--- config.mk ---
export PLATFORM = sky130hd
export DESIGN_NAME = irq_agg
export DESIGN_NICKNAME = d
export VERILOG_FILES = /design/src/rtl/irq_agg_pkg.sv /design/src/rtl/irq_agg_sync.sv /design/src/rtl/irq_agg_edge.sv /design/src/rtl/irq_agg_flags.sv /design/src/rtl/irq_agg.sv
export SDC_FILE = /design/constraint.sdc
export NUM_CORES = 1
export LEC_CHECK = 0
export ABC_AREA = 1
export BUFFER_PORTS_ARGS = -buffer_cell sky130_fd_sc_hd__buf_2
export CORE_MARGIN = 2
export CORE_UTILIZATION = 44
export DETAILED_ROUTE_END_ITERATION = 10
export PLACE_DENSITY = 0.81
export SETUP_SLACK_MARGIN = 0.02
export SYNTH_ARGS = -nofsm -noshare
export SYNTH_HDL_FRONTEND = slang
export SYNTH_HIERARCHICAL = 1
export SYNTH_SLANG_ARGS = --single-unit
--- constraint.sdc ---
create_clock -name clk -period 0.8 [get_ports clk]
set_clock_uncertainty 0.15 [all_clocks]
set_input_delay 0.16 -clock clk [delete_from_list [all_inputs] [get_ports clk]]
set_output_delay 0.16 -clock clk [all_outputs]
set_load 0.03 [all_outputs]
--- src/rtl/irq_agg_pkg.sv ---
package irq_agg_pkg;

    // Default lane count and synchroniser depth.
    localparam int IRQ_LANES_DEF = 16;
    localparam int IRQ_SYNC_DEF  = 2;

    // Transition seen on one lane during one cycle.
    typedef struct packed {
        logic rise;
        logic fall;
    } edge_pair_t;

    // Reason the flag register of a lane takes its next value.
    typedef enum logic [1:0] {
        UPD_HOLD  = 2'd0,
        UPD_SET   = 2'd1,
        UPD_CLEAR = 2'd2
    } flag_upd_t;

    // Build the transition pair from the current and previous sample.
    function automatic edge_pair_t classify_edge(input logic cur, input logic prev);
        edge_pair_t e;
        e.rise = cur & ~prev;
        e.fall = ~cur & prev;
        return e;
    endfunction

    // A lane fires when a transition matches one of its enables.
    function automatic logic lane_fires(input edge_pair_t e, input logic ren, input logic fen);
        return (e.rise & ren) | (e.fall & fen);
    endfunction

    // A new edge takes priority over a clear request.
    function automatic flag_upd_t pick_update(input logic fire, input logic clr);
        flag_upd_t u;
        if (fire) begin
            u = UPD_SET;
        end else if (clr) begin
            u = UPD_CLEAR;
        end else begin
            u = UPD_HOLD;
        end
        return u;
    endfunction

endpackage

--- src/rtl/irq_agg_sync.sv ---
module irq_agg_sync #(
    parameter int WIDTH  = 16,
    parameter int STAGES = 2
) (
    input  logic             clk,
    input  logic             rst,
    input  logic [WIDTH-1:0] d_i,
    output logic [WIDTH-1:0] q_o
);

    localparam int LAST = STAGES - 1;

    generate
        for (genvar g = 0; g < STAGES; g++) begin : g_stage
            logic [WIDTH-1:0] r;
            if (g == 0) begin : g_first
                always_ff @(posedge clk) begin
                    if (rst) begin
                        r <= '0;
                    end else begin
                        r <= d_i;
                    end
                end
            end else begin : g_next
                always_ff @(posedge clk) begin
                    if (rst) begin
                        r <= '0;
                    end else begin
                        r <= g_stage[g-1].r;
                    end
                end
            end
        end
    endgenerate

    assign q_o = g_stage[LAST].r;

endmodule

--- src/rtl/irq_agg_edge.sv ---
module irq_agg_edge
    import irq_agg_pkg::*;
#(
    parameter int NUM_SRC = 16
) (
    input  logic                     clk,
    input  logic                     rst,
    input  logic [NUM_SRC-1:0]       lvl_i,
    input  logic [NUM_SRC-1:0]       rise_en_i,
    input  logic [NUM_SRC-1:0]       fall_en_i,
    output edge_pair_t [NUM_SRC-1:0] edges_o,
    output logic [NUM_SRC-1:0]       fire_o
);

    logic [NUM_SRC-1:0] prev_q;

    always_ff @(posedge clk) begin
        if (rst) begin
            prev_q <= '0;
        end else begin
            prev_q <= lvl_i;
        end
    end

    generate
        for (genvar i = 0; i < NUM_SRC; i++) begin : g_lane
            always_comb begin
                edges_o[i] = classify_edge(lvl_i[i], prev_q[i]);
                fire_o[i]  = lane_fires(edges_o[i], rise_en_i[i], fall_en_i[i]);
            end
        end
    endgenerate

endmodule

--- src/rtl/irq_agg_flags.sv ---
module irq_agg_flags
    import irq_agg_pkg::*;
#(
    parameter int NUM_SRC = 16
) (
    input  logic               clk,
    input  logic               rst,
    input  logic [NUM_SRC-1:0] fire_i,
    input  logic [NUM_SRC-1:0] clr_i,
    output logic [NUM_SRC-1:0] flags_o,
    output logic               irq_o
);

    flag_upd_t [NUM_SRC-1:0] upd;

    generate
        for (genvar i = 0; i < NUM_SRC; i++) begin : g_flag
            always_comb begin
                upd[i] = pick_update(fire_i[i], clr_i[i]);
            end

            always_ff @(posedge clk) begin
                if (rst) begin
                    flags_o[i] <= 1'b0;
                end else begin
                    case (upd[i])
                        UPD_SET:   flags_o[i] <= 1'b1;
                        UPD_CLEAR: flags_o[i] <= 1'b0;
                        default:   flags_o[i] <= flags_o[i];
                    endcase
                end
            end
        end
    endgenerate

    always_ff @(posedge clk) begin
        if (rst) begin
            irq_o <= 1'b0;
        end else begin
            irq_o <= |flags_o;
        end
    end

endmodule

--- src/rtl/irq_agg.sv ---
module irq_agg
    import irq_agg_pkg::*;
#(
    parameter int NUM_SRC     = IRQ_LANES_DEF,
    parameter int SYNC_STAGES = IRQ_SYNC_DEF
) (
    input  logic               clk,
    input  logic               rst,
    input  logic [NUM_SRC-1:0] src_i,
    input  logic [NUM_SRC-1:0] rise_en_i,
    input  logic [NUM_SRC-1:0] fall_en_i,
    input  logic [NUM_SRC-1:0] clr_i,
    output logic [NUM_SRC-1:0] flags_o,
    output logic               irq_o
);

    localparam int VEC_W = NUM_SRC;

    logic [VEC_W-1:0]       lvl_sync;
    edge_pair_t [VEC_W-1:0] edges;
    logic [VEC_W-1:0]       fire;

    irq_agg_sync #(
        .WIDTH  (VEC_W),
        .STAGES (SYNC_STAGES)
    ) sync_i (
        .clk (clk),
        .rst (rst),
        .d_i (src_i),
        .q_o (lvl_sync)
    );

    irq_agg_edge #(
        .NUM_SRC (VEC_W)
    ) edge_i (
        .clk       (clk),
        .rst       (rst),
        .lvl_i     (lvl_sync),
        .rise_en_i (rise_en_i),
        .fall_en_i (fall_en_i),
        .edges_o   (edges),
        .fire_o    (fire)
    );

    irq_agg_flags #(
        .NUM_SRC (VEC_W)
    ) flags_i (
        .clk     (clk),
        .rst     (rst),
        .fire_i  (fire),
        .clr_i   (clr_i),
        .flags_o (flags_o),
        .irq_o   (irq_o)
    );

    // The transition pairs feed only the fire decision; they are kept as a
    // named net so that other logic can observe the edge direction.
    logic unused_edges;
    assign unused_edges = ^edges;

endmodule

==> impl_metrics.tcl, run 1 <==
set metrics [dict create \
    instances_no_fill 488 \
    track_usage_pct 19.3 \
    drive_above_1_share_pct 67.0 \
    area_growth_pct 60.6 \
    drtIter0Drc 34 \
    r2r_setup_slack_ps -250 \
    post-place-ws_ps -168 \
    power.density_nw_per_um2 1900 \
    required_ps 490 \
    post-route-period-util_pct 143 \
    antenna_found_initial 0 \
    drv_cap 0 \
    die_h_um 76.6 \
    critPathSlowestCell "dfxtp_4" \
    violations "negative hold slack, negative setup slack" \
    critPathBufInv 1 \
    layout_min_cycle_time_ps 1140 \
    max_slew.worst_pin.slew_ps 153 \
    synth.net_count 361 \
    wl_per_cell_um 11.6 \
    fin_ws_ps -344 \
    finalHoldViolations 28 \
    max_freq_ghz 0.874 \
    diodes 0 \
    worstPathArrival_ps 830 \
    status "complete, but fails checks" \
    finalMaxSlewViolations 0 \
    ant_nets 0 \
    grt_start_max_net_pins 26 \
    critPathMaxStageDelay_ps 370 \
    critPathKind "register to output port" \
    yosysWarnings 6 \
    drc 0 \
    start_util_pct 45.4 \
    ios 83 \
    hp-class "primary input to register" \
    placedCellCount 459 \
    crit_chain "buf_6" \
    die_w_um 76.6 \
    routed-via-count 2127 \
    rows 26 \
    numClockSinks 65 \
    fin_nets 479 \
    critPathTopFamily "flip-flops" \
    rsz0062_at_grt "true" \
    netlist_instances 295 \
    cp_max_fo 3 \
    drt-vias-per-instance 4.36 \
    grt_pass1_wl_um 8910 \
    root_buffer "clkbuf_8" \
    hold_ws_ps -123 \
    irDropWorstVdd_uv 1460 \
    clock_latency_ps 330 \
    start_kind "register" \
    fin_total_pwr_uw 7090 \
    post-route-util_pct 73.0 \
    dp_hpwl_um 3340 \
    p_leak_uw 0.00181 \
    core_area_um2 5110 \
    syn_area_um2 2320 \
    path_clk_slew_ps 70 \
    slew-limit-headroom_pct 89.9 \
    grt_pass1_vias 2201 \
    endpoint_kind "output port" \
    place_congestion 0.790 \
    port_buffers 82 \
    gr-total-overflow 0 \
    wl_um 5660 \
    synth_area_per_cell_um2 7.87 \
    cts_buffers 9 \
    dieArea_um2 5870 \
    cts_tree "yes" \
    cts-htree-levels 3 \
    drt_pass1_iterations 4 \
    ctsLongestPathBuffers 2 \
    finalSetupViolations 35 \
]
[registers in the layout, indices dropped and copies added, names as in the netlist]
| register | flops |
|---|---|
| sync_i/q_o | 16 |
| edge_i/prev_q | 16 |
| flags_i/flags_o | 16 |
| sync_i/g_stage.r | 16 |
| flags_i/irq_o | 1 |
[report_power, final]
group	switching [uW]	leakage, uW	internal, uW
Clock	1170	0.000112	1630
Combinational	419	0.00114	418
Sequential	83.9	0.000557	3370
Total	1670	0.00181	5420
[metrics by stage]
stage	cell area (um^2)	TNS (ps)	hold WS (ps)
floorplan	2380	-772	73.8
global placement	2970	-3400	209
detailed placement	2970	-4190	217
CTS	3500	-7250	-133
global route	3730	-8670	-129
finish	3730	-7240	-123
[placed cells by master (no fill, tap or decap)]
master and instances:
a21oi_1 4, a21oi_2 13, buf_12 3, buf_2 65
buf_4 15, buf_6 31, clkbuf_8 15, clkinv_2 1
dfxtp_1 16, dfxtp_2 40, dfxtp_4 9, inv_1 51
inv_2 29, nand2_1 8, nand2_2 12, nand3_1 3
nand3_2 29, nor2_1 56, nor2_2 12, nor2_4 6
[final timing paths]
| check | endpoint | startpoint | cells past startpoint |
|---|---|---|---|
| hold reg to reg | sync_i/q_o[9] | sync_i/g_stage[0].r[9] | 2 |
| hold / removal | sync_i/g_stage[0].r[0] | src_i[0] | 3 |
| setup reg to reg | flags_i/irq_o | flags_i/flags_o[5] | 5 |
| setup / recovery | flags_o[12] | flags_i/flags_o[12] | 1 |
[repair_timing]
item | 4_1_cts | 5_1_grt
endpoints found under the hold margin | 32 | 23
resized for setup | 86 | 66
setup buffers | 12 | 3
pin swaps | 21 | 35
endpoints found under the setup margin | 36 | 50
[layout make-up]
type	instances	area (um^2)
clock buffer	15	206
clock inverter	1	5.00
fill	408	1380
inverter	80	300
multi-input combinational	143	897
sequential	65	1390
tap	70	87.6
timing repair buffer	114	847
[routing by layer]
layer  vias to the layer above  GRT usage, %  routed length [um]
li1                       1094             -                   -
met4                         0          12.7                 194
met2                        57          34.8                3040
met3                        19          4.15                 205
met1                       957          20.2                2220
met5                         -             0                   0
Note: power is estimated with default switching activity, not from simulation.
==> run 2, diff against run 1 <==
Settings changed: ABC_AREA 1 to unset, CORE_MARGIN 2 to unset, PLACE_DENSITY 0.81 to 0.82.
==> impl_metrics.tcl, run 2 <==
set metrics [dict create \
    status "complete, but fails checks" \
    violations "negative hold slack, negative setup slack" \
    setup_tns_ps -10220 \
    place_congestion 0.695 \
    fin_total_pwr_uw 7150 \
    drt_pass1_iterations 4 \
    async_reset_ff_share_pct 0 \
    max_freq_ghz 0.821 \
    core_area_um2 5110 \
    cts_tree "yes" \
    hp-class "primary input to register" \
    crit_chain "buf_6, buf_6" \
    endpoint_kind "output port" \
    finalMaxSlewViolations 0 \
    synth.net_count 286 \
    layout_min_cycle_time_ps 1220 \
    netlist.area_leader.share_pct 55.9 \
    cts-htree-levels 3 \
    dp_hpwl_um 3140 \
    synth_commonest_cells "nor2b_1, dfxtp_1, a22o_1, inv_1, a21oi_1" \
    synth.area.top_cells "dfxtp_1, nor2b_1, a22o_1, nand2b_1, a21oi_1" \
    grt_pass1_vias 1708 \
    ys_seq_elements 65 \
    synth_area_per_cell_um2 10.6 \
    instances_no_fill 409 \
    track_usage_pct 17.6 \
    fin_nets 400 \
    p_leak_uw 0.00154 \
    hold_ws_ps -111 \
    antenna_found_initial 0 \
    drt-vias-per-instance 4.36 \
    placedCellCount 379 \
    path_clk_slew_ps 70 \
    worstPathArrival_ps 910 \
    die_w_um 74.7 \
    grt_start_max_net_pins 39 \
    ctsLongestPathBuffers 2 \
    numClockSinks 65 \
    cpMostUsedCell "buf_6" \
    drtIter0Drc 55 \
    finalHoldViolations 31 \
    start_kind "register" \
    seq_area_frac_synth_pct 55.9 \
    start_util_pct 45.5 \
    gr-total-overflow 0 \
    most-common-layout-cells "nor2b_1, buf_2, dfxtp_2" \
    synth_edf_count 0 \
    post-route-period-util_pct 152 \
    cts_buffers 9 \
    rows 26 \
    dieArea_um2 5580 \
    drive_above_1_share_pct 56.6 \
    wl_per_cell_um 11.7 \
    num-fill-cells 395 \
    syn_area_um2 2330 \
    routed-via-count 1785 \
    die_h_um 74.7 \
    drv_cap 0 \
    area_growth_pct 50.6 \
    fin_ws_ps -418 \
    wl_um 4780 \
    netlist_instances 220 \
    power.density_nw_per_um2 2040 \
    drc 0 \
    critPathMaxStageDelay_ps 350 \
    ys_types 16 \
    grt_pass1_wl_um 7000 \
    critPathSlowestCell "dfxtp_4" \
    ys.flop_type "dfxtp_1" \
    final_common_cell "nor2b_1" \
    cp_max_fo 2 \
    clock_latency_ps 330 \
    max_slew.worst_pin.slew_ps 289 \
    finalSetupViolations 34 \
    post-place-ws_ps -294 \
    diodes 0 \
    ant_nets 0 \
    rsz0062_at_grt "true" \
    ios 83 \
    slew-limit-headroom_pct 80.6 \
    irDropWorstVdd_uv 1400 \
    required_ps 490 \
    critPathKind "register to output port" \
    yosysWarnings 6 \
    synth_top_cell_by_area "dfxtp_1" \
    port_buffers 82 \
    synth_most_common_cell "nor2b_1" \
    root_buffer "clkbuf_8" \
]
-- run 2: final timing paths --
kind | startpoint | endpoint | slack [ps] | cells after the start
max | flags_i/flags_o[1] | flags_o[1] | -420 | 2
min | src_i[9] | sync_i/g_stage[0].r[9] | -110 | 2
max reg2reg | flags_i/flags_o[6] | flags_i/irq_o | -400 | 3
min reg2reg | sync_i/g_stage[0].r[0] | sync_i/q_o[0] | 290 | 1
-- run 2: what timing repair did --
action / in CTS / in global routing
endpoints found under the setup margin: 34 / 34
gates resized for setup: 59 / 24
setup buffers: 10 / 4
endpoints found under the hold margin: 32 / 32
pin swaps: 3 / 2
cloned: 0 / 0
-- run 2: per-layer routing --
layer | routed length [um] | GRT usage, %
met1 | 2040 | 19.4
met3 | 202 | 6.43
met5 | 0 | 0
met4 | 72 | 10.3
met2 | 2470 | 29.0
-- run 2: worst max-delay path: cells and delay by family (launching register included) --
family,cells,cell delay [ps]
flops,1,350
buf+inv,2,240
-- run 2: logic make-up (layout without fill, tap and decap cells) --
group	count (synthesis)	in the layout	synth area share (%)
AOI/OAI and AO/OA	33	33	10.2
buffers and inverters	22	141	4.57
and+or+nand+nor	100	100	29.3
DFF	65	65	55.9
-- run 2: final cells by class --
| cell class | count | area (um^2) | area share, % |
|---|---|---|---|
| inverters | 16 | 60.1 | 1.71 |
| multi-input cells | 133 | 988 | 28.2 |
| clock buffers | 10 | 128 | 3.64 |
| well taps | 70 | 87.6 | 2.50 |
| clock inverters | 6 | 88.8 | 2.54 |
| repair buffers | 109 | 786 | 22.4 |
| flip-flops and latches | 65 | 1370 | 39.0 |
-- run 2: through the flow --
stage / util [%] / hold slack [ps] / instance area, um^2
2_1_floorplan: - / 81.6 / 2370
3_3_place_gp: 57.6 / 215 / 2940
3_5_place_dp: 57.6 / 223 / 2940
4_1_cts: 66.6 / -132 / 3400
5_1_grt: 68.6 / -133 / 3500
6_report: 68.6 / -111 / 3500
-- run 2: report_power, final --
part | internal, uW | total (uW) | switching (uW)
Combinational | 422 | 709 | 287
Clock | 1770 | 3000 | 1230
Sequential | 3370 | 3440 | 73.0
Total | 5560 | 7150 | 1590
==> run 3, diff against run 2 <==
Settings changed: REMOVE_ABC_BUFFERS set to 1.
==> impl_metrics.tcl, run 3 (synthesized netlist as in run 2, its figures left out) <==
set metrics [dict create \
    ant_nets 0 \
    drive_above_1_share_pct 57.9 \
    instances_no_fill 410 \
    start_util_pct 45.5 \
    endpoint_kind "output port" \
    numClockSinks 65 \
    clock_latency_ps 320 \
    critPathBufInv 2 \
    p_int_uw 5100 \
    hp-class "primary input to register" \
    fin_ws_ps -398 \
    gr-total-overflow 0 \
    drv_cap 0 \
    p_comb_share_pct 11.1 \
    critPathMaxStageDelay_ps 330 \
    slew-limit-headroom_pct 78.8 \
    crit_chain "buf_6, buf_6" \
    switching_share_pct 22.3 \
    start_kind "register" \
    drt_pass1_iterations 4 \
    cts_tree "yes" \
    dp_hpwl_um 2850 \
    worstPathArrival_ps 890 \
    violations "negative hold slack, negative setup slack" \
    post-route-util_pct 68.7 \
    finalMaxSlewViolations 0 \
    antenna_found_initial 0 \
    cp_max_fo 2 \
    hold_depth 2 \
    hp-start "src_i[4]" \
    root_buffer "clkbuf_8" \
    p_leak_uw 0.00154 \
    finalHoldViolations 32 \
    track_usage_pct 17.1 \
    dieArea_um2 5580 \
    hold_ws_ps -106 \
    max_freq_ghz 0.835 \
    wl_um 4410 \
    cts-htree-levels 3 \
    placedCellCount 384 \
    wl_per_cell_um 10.8 \
    routed-via-count 1754 \
    r2r_cells 3 \
    worst_hold_path.endpoint "sync_i/g_stage[0].r[4]" \
    place_congestion 0.814 \
    post-route-period-util_pct 150 \
    area_growth_pct 50.8 \
    die_h_um 74.7 \
    critPathKind "register to output port" \
    path_clk_slew_ps 60 \
    design_area_um2 3510 \
    irDropWorstVdd_uv 1770 \
    cpMostUsedCell "buf_6" \
    ctsLongestPathBuffers 2 \
    critPathTopFamily "flip-flops" \
    max_slew.worst_pin.slew_ps 315 \
    grt_pass1_vias 1671 \
    rsz0062_at_grt "true" \
    power.density_nw_per_um2 1870 \
    port_buffers 82 \
    placed_cell_area_um2 2930 \
    clkPwrFrac_pct 36.3 \
    layout_min_cycle_time_ps 1200 \
    ios 83 \
    rows 26 \
    drt-vias-per-instance 4.28 \
    critPathSlowestCell "dfxtp_2" \
    grt_start_max_net_pins 32 \
    power_switching_uw 1470 \
    r2r-start "flags_i/flags_o[13]" \
    status "complete, but fails checks" \
    finalSetupViolations 34 \
    diodes 0 \
    cts_buffers 9 \
    most-common-layout-cells "nor2b_1, buf_2, dfxtp_2" \
    setup_tns_ps -9970 \
    fin_nets 401 \
    drc 0 \
    drtIter0Drc 31 \
    die_w_um 74.7 \
    core_area_um2 5110 \
    required_ps 490 \
    grt_pass1_wl_um 6910 \
    r2r_setup_slack_ps -350 \
    power_frac_seq_pct 52.6 \
    r2r-end "flags_i/irq_o" \
]
## run 3: layout make-up
type | count | area, um^2
Multi-Input combinational cell | 133 | 1030
Timing Repair Buffer | 110 | 796
Sequential cell | 65 | 1360
Inverter | 16 | 60.1
Clock buffer | 13 | 159
Tap cell | 70 | 87.6
Clock inverter | 3 | 15.0
Fill cell | 397 | 1600
## run 3: worst max-delay path by stage
| stage | start | endpoint | slack [ps] | cells past startpoint |
|---|---|---|---|---|
| after floorplan | flags_i/flags_o[13] | flags_i/flags_o[13] | -300 | 2 |
| after global placement | flags_i/flags_o[12] | flags_i/irq_o | -260 | 2 |
| after detailed placement | flags_i/flags_o[12] | flags_i/irq_o | -300 | 2 |
| after CTS | flags_i/flags_o[6] | flags_o[6] | -410 | 2 |
| after global routing | flags_i/flags_o[0] | flags_o[0] | -430 | 2 |
| final | flags_i/flags_o[4] | flags_o[4] | -400 | 2 |
## run 3: power by group through the flow
stage	Sequential, uW	Combinational, uW	Clock [uW]
final	3460	727	2380
after global routing	3470	789	2610
after CTS	3450	702	2460
after detailed placement	3500	592	0
after global placement	3490	585	0
after floorplan	3560	201	0
## run 3: per-layer routing
layer / GRT usage, % / share of wire, % / up-vias
li1: - / - / 935
met1: 17.9 / 42 / 764
met2: 30.8 / 51 / 48
met3: 5.09 / 4.4 / 7
met4: 9.43 / 2.1 / 0
met5: 0 / 0 / -
## run 3: what timing repair did
item,4_1_cts,5_1_grt
pin swaps,21,7
endpoints found under the setup margin,34,34
hold endpoints to repair,32,32
resized for setup,94,26
buffers inserted,9,1
## run 3: through the flow
step                      power [uW]  worst slack (ps)
final                           6570              -398
after global routing            6870              -434
after CTS                       6610              -412
after detailed placement        4090              -304
after global placement          4080              -264
after floorplan                 3770              -305
